[config.mk]
export PLATFORM = sky130hd
export DESIGN_NAME = flash_cmd_if
export DESIGN_NICKNAME = d
export VERILOG_FILES = /design/src/rtl/flash_ci_pkg.sv /design/src/rtl/flash_ci_seq.sv /design/src/rtl/flash_ci_sector.sv /design/src/rtl/flash_ci_timer.sv /design/src/rtl/flash_ci_rdmux.sv /design/src/rtl/flash_cmd_if.sv
export SDC_FILE = /design/constraint.sdc
export NUM_CORES = 1
export LEC_CHECK = 0
export CORE_UTILIZATION = 35
export DETAILED_ROUTE_END_ITERATION = 7
export PLACE_DENSITY = 0.66
export SLEW_MARGIN = 30
export SYNTH_ARGS = -nofsm -noshare
export SYNTH_HDL_FRONTEND = slang
export SYNTH_SLANG_ARGS = --single-unit
[constraint.sdc]
create_clock -name clk -period 3.2 [get_ports clk]
set_input_delay 0.64 -clock clk [delete_from_list [all_inputs] [get_ports clk]]
set_output_delay 0.64 -clock clk [all_outputs]
set_load 0.01 [all_outputs]
[src/rtl/flash_ci_pkg.sv]
package flash_ci_pkg;

    localparam int WORD_W = 16;

    typedef enum logic [1:0] {
        OP_NONE  = 2'd0,
        OP_PROG  = 2'd1,
        OP_ERASE = 2'd2,
        OP_LOCK  = 2'd3
    } op_kind_e;

    typedef enum logic [2:0] {
        SQ_IDLE,
        SQ_UNLK1,
        SQ_UNLK2,
        SQ_PDATA,
        SQ_ERS3,
        SQ_ERS4,
        SQ_ERS5
    } seq_state_e;

    localparam logic [14:0] KEY_ADDR_A = 15'h5555;
    localparam logic [14:0] KEY_ADDR_B = 15'h2AAA;

    localparam logic [7:0] CD_KEY1  = 8'hAA;
    localparam logic [7:0] CD_KEY2  = 8'h55;
    localparam logic [7:0] CD_PROG  = 8'hA0;
    localparam logic [7:0] CD_IDENT = 8'h90;
    localparam logic [7:0] CD_LEAVE = 8'hF0;
    localparam logic [7:0] CD_ERSGP = 8'h80;
    localparam logic [7:0] CD_CHIP  = 8'h10;
    localparam logic [7:0] CD_SECT  = 8'h30;
    localparam logic [7:0] CD_LOCK  = 8'h40;

    localparam logic [WORD_W-1:0] ID_WORD0 = 16'h001F;
    localparam logic [WORD_W-1:0] ID_WORD1 = 16'h0092;

    typedef struct packed {
        logic prog;
        logic chip;
        logic sect;
        logic lock;
        logic id_on;
        logic id_off;
    } cmd_t;

endpackage

[src/rtl/flash_ci_seq.sv]
module flash_ci_seq
    import flash_ci_pkg::*;
(
    input  logic        clk,
    input  logic        rst,
    input  logic        wr_en,
    input  logic        busy,
    input  logic [14:0] cmp_addr,
    input  logic [7:0]  cmp_data,
    output cmd_t        cmd
);

    typedef struct packed {
        seq_state_e st;
    } seq_regs_t;

    seq_regs_t s_d, s_q;

    logic       is_key1;
    logic       is_key2;
    seq_state_e fallback;

    always_comb begin
        s_d      = s_q;
        cmd      = '0;
        is_key1  = (cmp_addr == KEY_ADDR_A) && (cmp_data == CD_KEY1);
        is_key2  = (cmp_addr == KEY_ADDR_B) && (cmp_data == CD_KEY2);
        fallback = is_key1 ? SQ_UNLK1 : SQ_IDLE;

        if (wr_en && !busy) begin
            if ((s_q.st != SQ_PDATA) && (cmp_data == CD_LEAVE)) begin
                cmd.id_off = 1'b1;
                s_d.st     = SQ_IDLE;
            end else begin
                unique case (s_q.st)
                    SQ_IDLE:  s_d.st = fallback;
                    SQ_UNLK1: s_d.st = is_key2 ? SQ_UNLK2 : fallback;
                    SQ_UNLK2: begin
                        s_d.st = fallback;
                        if (cmp_addr == KEY_ADDR_A) begin
                            if (cmp_data == CD_PROG) begin
                                s_d.st = SQ_PDATA;
                            end else if (cmp_data == CD_IDENT) begin
                                cmd.id_on = 1'b1;
                                s_d.st    = SQ_IDLE;
                            end else if (cmp_data == CD_ERSGP) begin
                                s_d.st = SQ_ERS3;
                            end
                        end
                    end
                    SQ_PDATA: begin
                        cmd.prog = 1'b1;
                        s_d.st   = SQ_IDLE;
                    end
                    SQ_ERS3:  s_d.st = is_key1 ? SQ_ERS4 : SQ_IDLE;
                    SQ_ERS4:  s_d.st = is_key2 ? SQ_ERS5 : fallback;
                    SQ_ERS5: begin
                        s_d.st = fallback;
                        if (cmp_data == CD_SECT) begin
                            cmd.sect = 1'b1;
                            s_d.st   = SQ_IDLE;
                        end else if (cmp_addr == KEY_ADDR_A && cmp_data == CD_CHIP) begin
                            cmd.chip = 1'b1;
                            s_d.st   = SQ_IDLE;
                        end else if (cmp_addr == KEY_ADDR_A && cmp_data == CD_LOCK) begin
                            cmd.lock = 1'b1;
                            s_d.st   = SQ_IDLE;
                        end
                    end
                    default:  s_d.st = SQ_IDLE;
                endcase
            end
        end
    end

    always_ff @(posedge clk) begin
        if (rst) begin
            s_q.st <= SQ_IDLE;
        end else begin
            s_q <= s_d;
        end
    end


    busy_hold_chk: assert property (@(posedge clk) disable iff (rst)
        busy |=> $stable(s_q.st));


    key1_restart_chk: assert property (@(posedge clk) disable iff (rst)
        (wr_en && !busy && is_key1 && s_q.st != SQ_PDATA && s_q.st != SQ_ERS3)
        |=> (s_q.st == SQ_UNLK1));

endmodule

[src/rtl/flash_ci_sector.sv]
module flash_ci_sector #(
    parameter int AW         = 18,
    parameter int SECT_SHIFT = 13
) (
    input  logic [AW-1:0] addr,
    input  logic          prot,
    output logic          in_boot,
    output logic [3:0]    ers_mask
);

    localparam int BW = AW - SECT_SHIFT;

    logic [BW-1:0] blk;

    always_comb begin
        blk     = addr[AW-1:SECT_SHIFT];
        in_boot = (blk == BW'(0));
        if (blk == BW'(1)) begin
            ers_mask = 4'b0010;
        end else if (blk == BW'(2)) begin
            ers_mask = 4'b0100;
        end else begin
            ers_mask = {1'b1, 2'b00, ~prot};
        end
    end

endmodule

[src/rtl/flash_ci_timer.sv]
module flash_ci_timer #(
    parameter int PROG_CYCLES  = 6,
    parameter int ERASE_CYCLES = 15
) (
    input  logic clk,
    input  logic rst,
    input  logic start,
    input  logic is_erase,
    output logic busy
);

    localparam int MAXC = (PROG_CYCLES > ERASE_CYCLES) ? PROG_CYCLES : ERASE_CYCLES;
    localparam int CW   = $clog2(MAXC + 1);
    localparam logic [CW-1:0] PLOAD = CW'(PROG_CYCLES - 1);
    localparam logic [CW-1:0] ELOAD = CW'(ERASE_CYCLES - 1);

    typedef struct packed {
        logic          busy;
        logic [CW-1:0] cnt;
    } tmr_regs_t;

    tmr_regs_t t_d, t_q;

    always_comb begin
        t_d = t_q;
        if (start) begin
            t_d.busy = 1'b1;
            t_d.cnt  = is_erase ? ELOAD : PLOAD;
        end else if (t_q.busy) begin
            if (t_q.cnt == '0) begin
                t_d.busy = 1'b0;
            end else begin
                t_d.cnt = t_q.cnt - 1'b1;
            end
        end
    end

    always_ff @(posedge clk) begin
        if (rst) begin
            t_q <= '0;
        end else begin
            t_q <= t_d;
        end
    end

    assign busy = t_q.busy;


    start_busy_chk: assert property (@(posedge clk) disable iff (rst)
        start |=> busy);


    end_idle_chk: assert property (@(posedge clk) disable iff (rst)
        (t_q.busy && t_q.cnt == '0 && !start) |=> !busy);

endmodule

[src/rtl/flash_ci_rdmux.sv]
module flash_ci_rdmux
    import flash_ci_pkg::*;
#(
    parameter int AW = 18
) (
    input  logic              clk,
    input  logic              rst,
    input  logic              rd_en,
    input  logic              busy,
    input  logic              busy_erase,
    input  logic              poll_bit,
    input  logic              id_mode,
    input  logic              lock,
    input  logic [AW-1:0]     addr,
    input  logic [WORD_W-1:0] arr_rdata,
    output logic              rd_valid,
    output logic [WORD_W-1:0] rd_data
);

    typedef struct packed {
        logic              valid;
        logic [WORD_W-1:0] data;
        logic              tog;
    } rd_regs_t;

    rd_regs_t r_d, r_q;

    always_comb begin
        r_d       = r_q;
        r_d.valid = rd_en;
        if (rd_en) begin
            if (busy) begin
                r_d.data = {8'h00, (busy_erase ? 1'b0 : ~poll_bit), r_q.tog, 6'b0};
                r_d.tog  = ~r_q.tog;
            end else if (id_mode && addr == AW'(0)) begin
                r_d.data = ID_WORD0;
            end else if (id_mode && addr == AW'(1)) begin
                r_d.data = ID_WORD1;
            end else if (id_mode && addr == AW'(2)) begin
                r_d.data = {{(WORD_W-1){1'b0}}, lock};
            end else begin
                r_d.data = arr_rdata;
            end
        end
    end

    always_ff @(posedge clk) begin
        if (rst) begin
            r_q <= '0;
        end else begin
            r_q <= r_d;
        end
    end

    assign rd_valid = r_q.valid;
    assign rd_data  = r_q.data;


    rd_latency_chk: assert property (@(posedge clk) disable iff (rst)
        rd_en |=> rd_valid);


    status_zero_chk: assert property (@(posedge clk) disable iff (rst)
        (rd_en && busy) |=> (rd_data[15:8] == 8'h00 && rd_data[5:0] == 6'h00));

endmodule

[src/rtl/flash_cmd_if.sv]
module flash_cmd_if
    import flash_ci_pkg::*;
#(
    parameter int AW           = 18,
    parameter int SECT_SHIFT   = 13,
    parameter int PROG_CYCLES  = 6,
    parameter int ERASE_CYCLES = 15
) (
    input  logic          clk,
    input  logic          rst,
    input  logic          wr_en,
    input  logic          rd_en,
    input  logic [AW-1:0] bus_addr,
    input  logic [15:0]   bus_wdata,
    input  logic          hv_override,
    output logic [AW-1:0] arr_addr,
    input  logic [15:0]   arr_rdata,
    output logic          op_valid,
    output logic [1:0]    op_kind,
    output logic [AW-1:0] op_addr,
    output logic [15:0]   op_data,
    output logic [3:0]    op_sect,
    output logic          busy,
    output logic          rd_valid,
    output logic [15:0]   rd_data
);

    typedef struct packed {
        logic          op_valid;
        op_kind_e      op_kind;
        logic [AW-1:0] op_addr;
        logic [15:0]   op_data;
        logic [3:0]    op_sect;
        logic          lock;
        logic          id;
        logic          poll;
        logic          ers;
    } top_regs_t;

    top_regs_t q, d;

    cmd_t       cmd;
    logic       prot;
    logic       in_boot;
    logic [3:0] ers_mask;
    logic       start;
    logic       start_erase;

    assign prot     = q.lock & ~hv_override;
    assign arr_addr = bus_addr;

    flash_ci_seq u_seq (
        .clk      (clk),
        .rst      (rst),
        .wr_en    (wr_en),
        .busy     (busy),
        .cmp_addr (bus_addr[14:0]),
        .cmp_data (bus_wdata[7:0]),
        .cmd      (cmd)
    );

    flash_ci_sector #(
        .AW         (AW),
        .SECT_SHIFT (SECT_SHIFT)
    ) u_sector (
        .addr     (bus_addr),
        .prot     (prot),
        .in_boot  (in_boot),
        .ers_mask (ers_mask)
    );

    always_comb begin
        d            = q;
        d.op_valid   = 1'b0;
        d.op_kind    = OP_NONE;
        start        = 1'b0;
        start_erase  = 1'b0;

        if (cmd.id_on)  d.id = 1'b1;
        if (cmd.id_off) d.id = 1'b0;

        if (cmd.prog && !(prot && in_boot)) begin
            d.op_valid = 1'b1;
            d.op_kind  = OP_PROG;
            d.op_addr  = bus_addr;
            d.op_data  = arr_rdata & bus_wdata;
            d.op_sect  = '0;
            d.poll     = bus_wdata[7];
            d.ers      = 1'b0;
            d.id       = 1'b0;
            start      = 1'b1;
        end

        if ((cmd.chip && !prot) || cmd.sect) begin
            d.op_valid  = 1'b1;
            d.op_kind   = OP_ERASE;
            d.op_addr   = cmd.chip ? '0 : bus_addr;
            d.op_sect   = cmd.chip ? 4'b1111 : ers_mask;
            d.ers       = 1'b1;
            d.id        = 1'b0;
            start       = 1'b1;
            start_erase = 1'b1;
        end

        if (cmd.lock) begin
            d.op_valid = 1'b1;
            d.op_kind  = OP_LOCK;
            d.op_addr  = bus_addr;
            d.op_sect  = '0;
            d.lock     = 1'b1;
        end
    end

    always_ff @(posedge clk) begin
        if (rst) begin
            q <= '0;
        end else begin
            q <= d;
        end
    end

    flash_ci_timer #(
        .PROG_CYCLES  (PROG_CYCLES),
        .ERASE_CYCLES (ERASE_CYCLES)
    ) u_timer (
        .clk      (clk),
        .rst      (rst),
        .start    (start),
        .is_erase (start_erase),
        .busy     (busy)
    );

    flash_ci_rdmux #(
        .AW (AW)
    ) u_rdmux (
        .clk        (clk),
        .rst        (rst),
        .rd_en      (rd_en),
        .busy       (busy),
        .busy_erase (q.ers),
        .poll_bit   (q.poll),
        .id_mode    (q.id),
        .lock       (q.lock),
        .addr       (bus_addr),
        .arr_rdata  (arr_rdata),
        .rd_valid   (rd_valid),
        .rd_data    (rd_data)
    );

    assign op_valid = q.op_valid;
    assign op_kind  = q.op_kind;
    assign op_addr  = q.op_addr;
    assign op_data  = q.op_data;
    assign op_sect  = q.op_sect;


    busy_no_op_chk: assert property (@(posedge clk) disable iff (rst)
        (busy && wr_en) |=> !op_valid);


    prog_clear_only_chk: assert property (@(posedge clk) disable iff (rst)
        (op_valid && op_kind == OP_PROG) |-> ((op_data & ~$past(bus_wdata)) == 16'h0000));


    boot_prog_guard_chk: assert property (@(posedge clk) disable iff (rst)
        (op_valid && op_kind == OP_PROG && q.lock && !$past(hv_override))
        |-> (op_addr[AW-1:SECT_SHIFT] != '0));


    boot_erase_guard_chk: assert property (@(posedge clk) disable iff (rst)
        (op_valid && op_kind == OP_ERASE && q.lock && !$past(hv_override)) |-> !op_sect[0]);

endmodule

==> metrics.md <==
| Metric | Value |
|---|---|
| Post-synth EDFFs | 0 |
| Die Height | 103 um |
| Mapped Cells | 409 |
| Num Clock Sinks | 71 |
| Setup Buffers After CTS | 0 |
| Launching point of the worst reg2reg path | q[3] |
| Routed vias | 3380 |
| Reg2Reg Setup Slack | roughly 1300 ps |
| Critical path cell sequence | clkdlybuf4s50_1 > or4_1 > o21ai_0 > nor2_1 > o22a_1 > buf_4 > o32ai_1 |
| Final period util | 0.839 |
| Max-cap violations | 0 |
| Initial DRC count | 158 |
| Fraction of registers with async set/reset | 0 |
| Grt total ovfl | 0 |
| Share of the synthesized area in the top cell type | 0.399 |
| Critical R2R Capture | op_addr[0] |
| Maximum clock insertion buffer count | 2 |
| Post-CTS resize count | 0 |
| Number of library cell types mapped by synthesis | 63 |
| Flop and latch count out of synthesis | around 70 |
| Num CTS Buffers | 9 |
| P per Cell Area | around 370 nW/um2 |
| Pins Over Slew Limit | 0 |
| Worst Hold Launch | op_data[11] |
| Cell Rows | 36 |
| Top FF cell, synth | dfxtp_1 |
| Post-detailed-route wirelength per cell | 15.8 um |
| Initial antenna violation count | 0 |
| Root buf cell | clkbuf_8 |
| TritonCTS clock tree | yes |
| Antenna Cells | 0 |
| Post-CTS Hold Buffers | 0 |
| Sequential-to-total area share from yosys stat | 0.399 |
| Most frequent cell after synthesis | dfxtp_1 |
| Routed wire length | approximately 10000 um |
| Vias in the first global route | 3218 |
| Minimum clock period | roughly 2700 ps |
| # fillers | about 950 |
| Measured slew at the worst slew-check pin | 863 ps |
| Hpwl dp | approximately 7800 um |
| DP Area | 4880 um2 |
| CP max stage delay | 620 ps |
| DR vias/cell | 5.13 |
| Worst reg2reg path depth | 6 |
| Largest net degree at the start of global routing | 35 |
| Clock transition at path regs | 80 ps |
| Post-synth top cells | dfxtp_1 (71), inv_1 (41), nand2_1 (35) |
| Die Area | 10600 um2 |
| GP Congestion | 0.847 |
| Io pins | 132 |
| First-pass GRT wire length | ~16000 um |
| Final ANT Viol Nets | 0 |
| Tot GR Track Use | 0.203 |
| Clk_lat worst skew | 350 ps |
| Delay-heaviest family, CP | simple AND/OR/NAND/NOR gates |
| Count of final setup violators | 0 |
| Final Hold Viols | 0 |
| Worst min path class | flip-flop to flip-flop |
| Synth top area cells | dfxtp_1 (40%), buf_4 (7.2%), o32ai_2 (4.6%) |
| Outcome | finished, final reports clean |
| Crit-path max FO | 19 |
| DRT Pass-1 Iters | 5 |
| Mapped Nets | 466 |
| Kind of critical path | input pin to flip-flop |
| Synthesis-to-layout area growth | 42.4% |
| CORE AREA | 9820 um2 |
| Fin nets | 578 |
| RSZ-0062 raised after global routing | no |
| Normalized max-slew margin | 0.423 |
| Crit. End Element | flip-flop |
| CP max stage cell | or4_1 |
| Drt drc | 0 |
| Synthesized area per cell | 8.71 um2 |
| Leakage | 0.00179 uW |
| Initial cell density of the core | 0.363 |
| Worst Hold Depth | 2 |
| Setup TNS | 0 ps |
| Worst vdd ir | 0.179 mV |
| Post-route cell area | 5070 um2 |
| Hold EP | op_data[11] |
| Worst path bufs/invs | 2 |
| Number of I/O port buffers | 131 |
| Cell area after synthesis | 3560 um2 |
| Total number of yosys warnings | 0 |
| Clock Skew | 12.2 ps |
| Area leader, netlist | dfxtp_1 |
| CP arrival | 2940 ps |
| Crit path required time | 3450 ps |
| H-tree levels | 3 |
| Startpoint types | input pin |
| Util after Layout | 0.517 |
| Chip Width | 103 um |
| Share of cells above drive strength 1 | 0.135 |
| FMAX | 372 MHz |
[state kept, by name, indices dropped and copies added (netlist names)]
signal            flops
u_timer.t_q           4
op_sect               4
op_valid              1
op_data              16
u_rdmux.rd_data      16
op_kind               2
u_rdmux.r_q           1
q                     4
u_timer.busy          1
u_rdmux.rd_valid      1
u_seq.s_q             3
op_addr              18
[tightest hold or removal path, delay by kind of cell, from the launching register on]
kind / cells / cell delay (ps)
AO/OA/AOI/OAI: 1 / 50
AND/OR/NAND/NOR: 1 / 50
flip-flops: 1 / 310
[cell usage in the layout (no fill, tap or decap), types with 3 or more instances in the layout]
| cell | netlist | layout |
|---|---|---|
| nor4_1 | 8 | 8 |
| nand4_1 | 10 | 10 |
| nand3_1 | 23 | 23 |
| nor2_1 | 20 | 20 |
| nand2b_1 | 4 | 4 |
| and3_1 | 3 | 3 |
| nor3_1 | 5 | 4 |
| o32ai_2 | 10 | 10 |
| nand2_1 | 35 | 35 |
| a21oi_1 | 30 | 30 |
| o211ai_1 | 5 | 5 |
| inv_1 | 41 | 41 |
| clkbuf_8 | 0 | 9 |
| buf_4 | 34 | 25 |
| clkdlybuf4s50_1 | 0 | 130 |
| or4_1 | 3 | 3 |
| a22o_1 | 9 | 9 |
| dfxtp_1 | 71 | 71 |
| o21ai_0 | 8 | 8 |
| nor2b_1 | 4 | 4 |
| or3b_2 | 3 | 3 |
| a31oi_1 | 7 | 7 |
| o32ai_1 | 8 | 8 |
[cell type report]
type | count | area [um2] | share of cell area
Clock buffer | 10 | 128 | 0.0252
Clock inverter | 6 | 67.6 | 0.0133
Inverter | 41 | 154 | 0.0303
Multi-Input combinational cell | 241 | 1620 | 0.320
Sequential cell | 71 | 1420 | 0.280
Tap cell | 133 | 166 | 0.0328
Timing Repair Buffer | 157 | 1510 | 0.298
[layer usage]
layer	vias up	routed length [um]	global-route usage
met5	-	0	0
met3	15	404	0.0298
met1	1621	4720	0.270
li1	1655	-	-
met4	0	221	0.0921
met2	89	5060	0.325
[worst max-delay path by stage]
stage                            start          end  slack, ps  cells after the start
final                     bus_wdata[1]   op_addr[0]        510                      7
after global routing      bus_wdata[0]   op_addr[6]        350                      7
after detailed placement  bus_wdata[1]   op_addr[1]        170                      7
after CTS                 bus_wdata[1]   op_addr[7]        530                      7
after global placement    bus_addr[15]  op_addr[17]        210                      7
after floorplan           bus_addr[13]  op_addr[10]        610                      7
[logic make-up after synthesis]
kind of cell	synth area share
AO/OA/AOI/OAI	0.219
XOR/XNOR	0.00984
adder cells (fa/ha/maj)	0.00702
buffers and inverters	0.152
flip-flops	0.399
multiplexers	0.00281
AND/OR/NAND/NOR	0.210
[stage by stage]
step / std cells / worst slack (ps) / power (uW) / hold WS [ps]
floorplan: 409 / 610 / 1030 / 426
global placement: 643 / 211 / 1170 / 439
detailed placement: 643 / 167 / 1170 / 445
CTS: 659 / 526 / 1890 / 457
global route: 659 / 350 / 1950 / 471
finish: 659 / 514 / 1870 / 454
[power breakdown]
part	switching, uW	total, uW	leakage, uW	internal (uW)
combinational	113	249	0.00113	136
sequential	6.90	902	0.000575	895
clock	359	723	0.0000933	364
total	478	1870	0.00179	1400
Note: power is estimated with default switching activity, not from simulation.
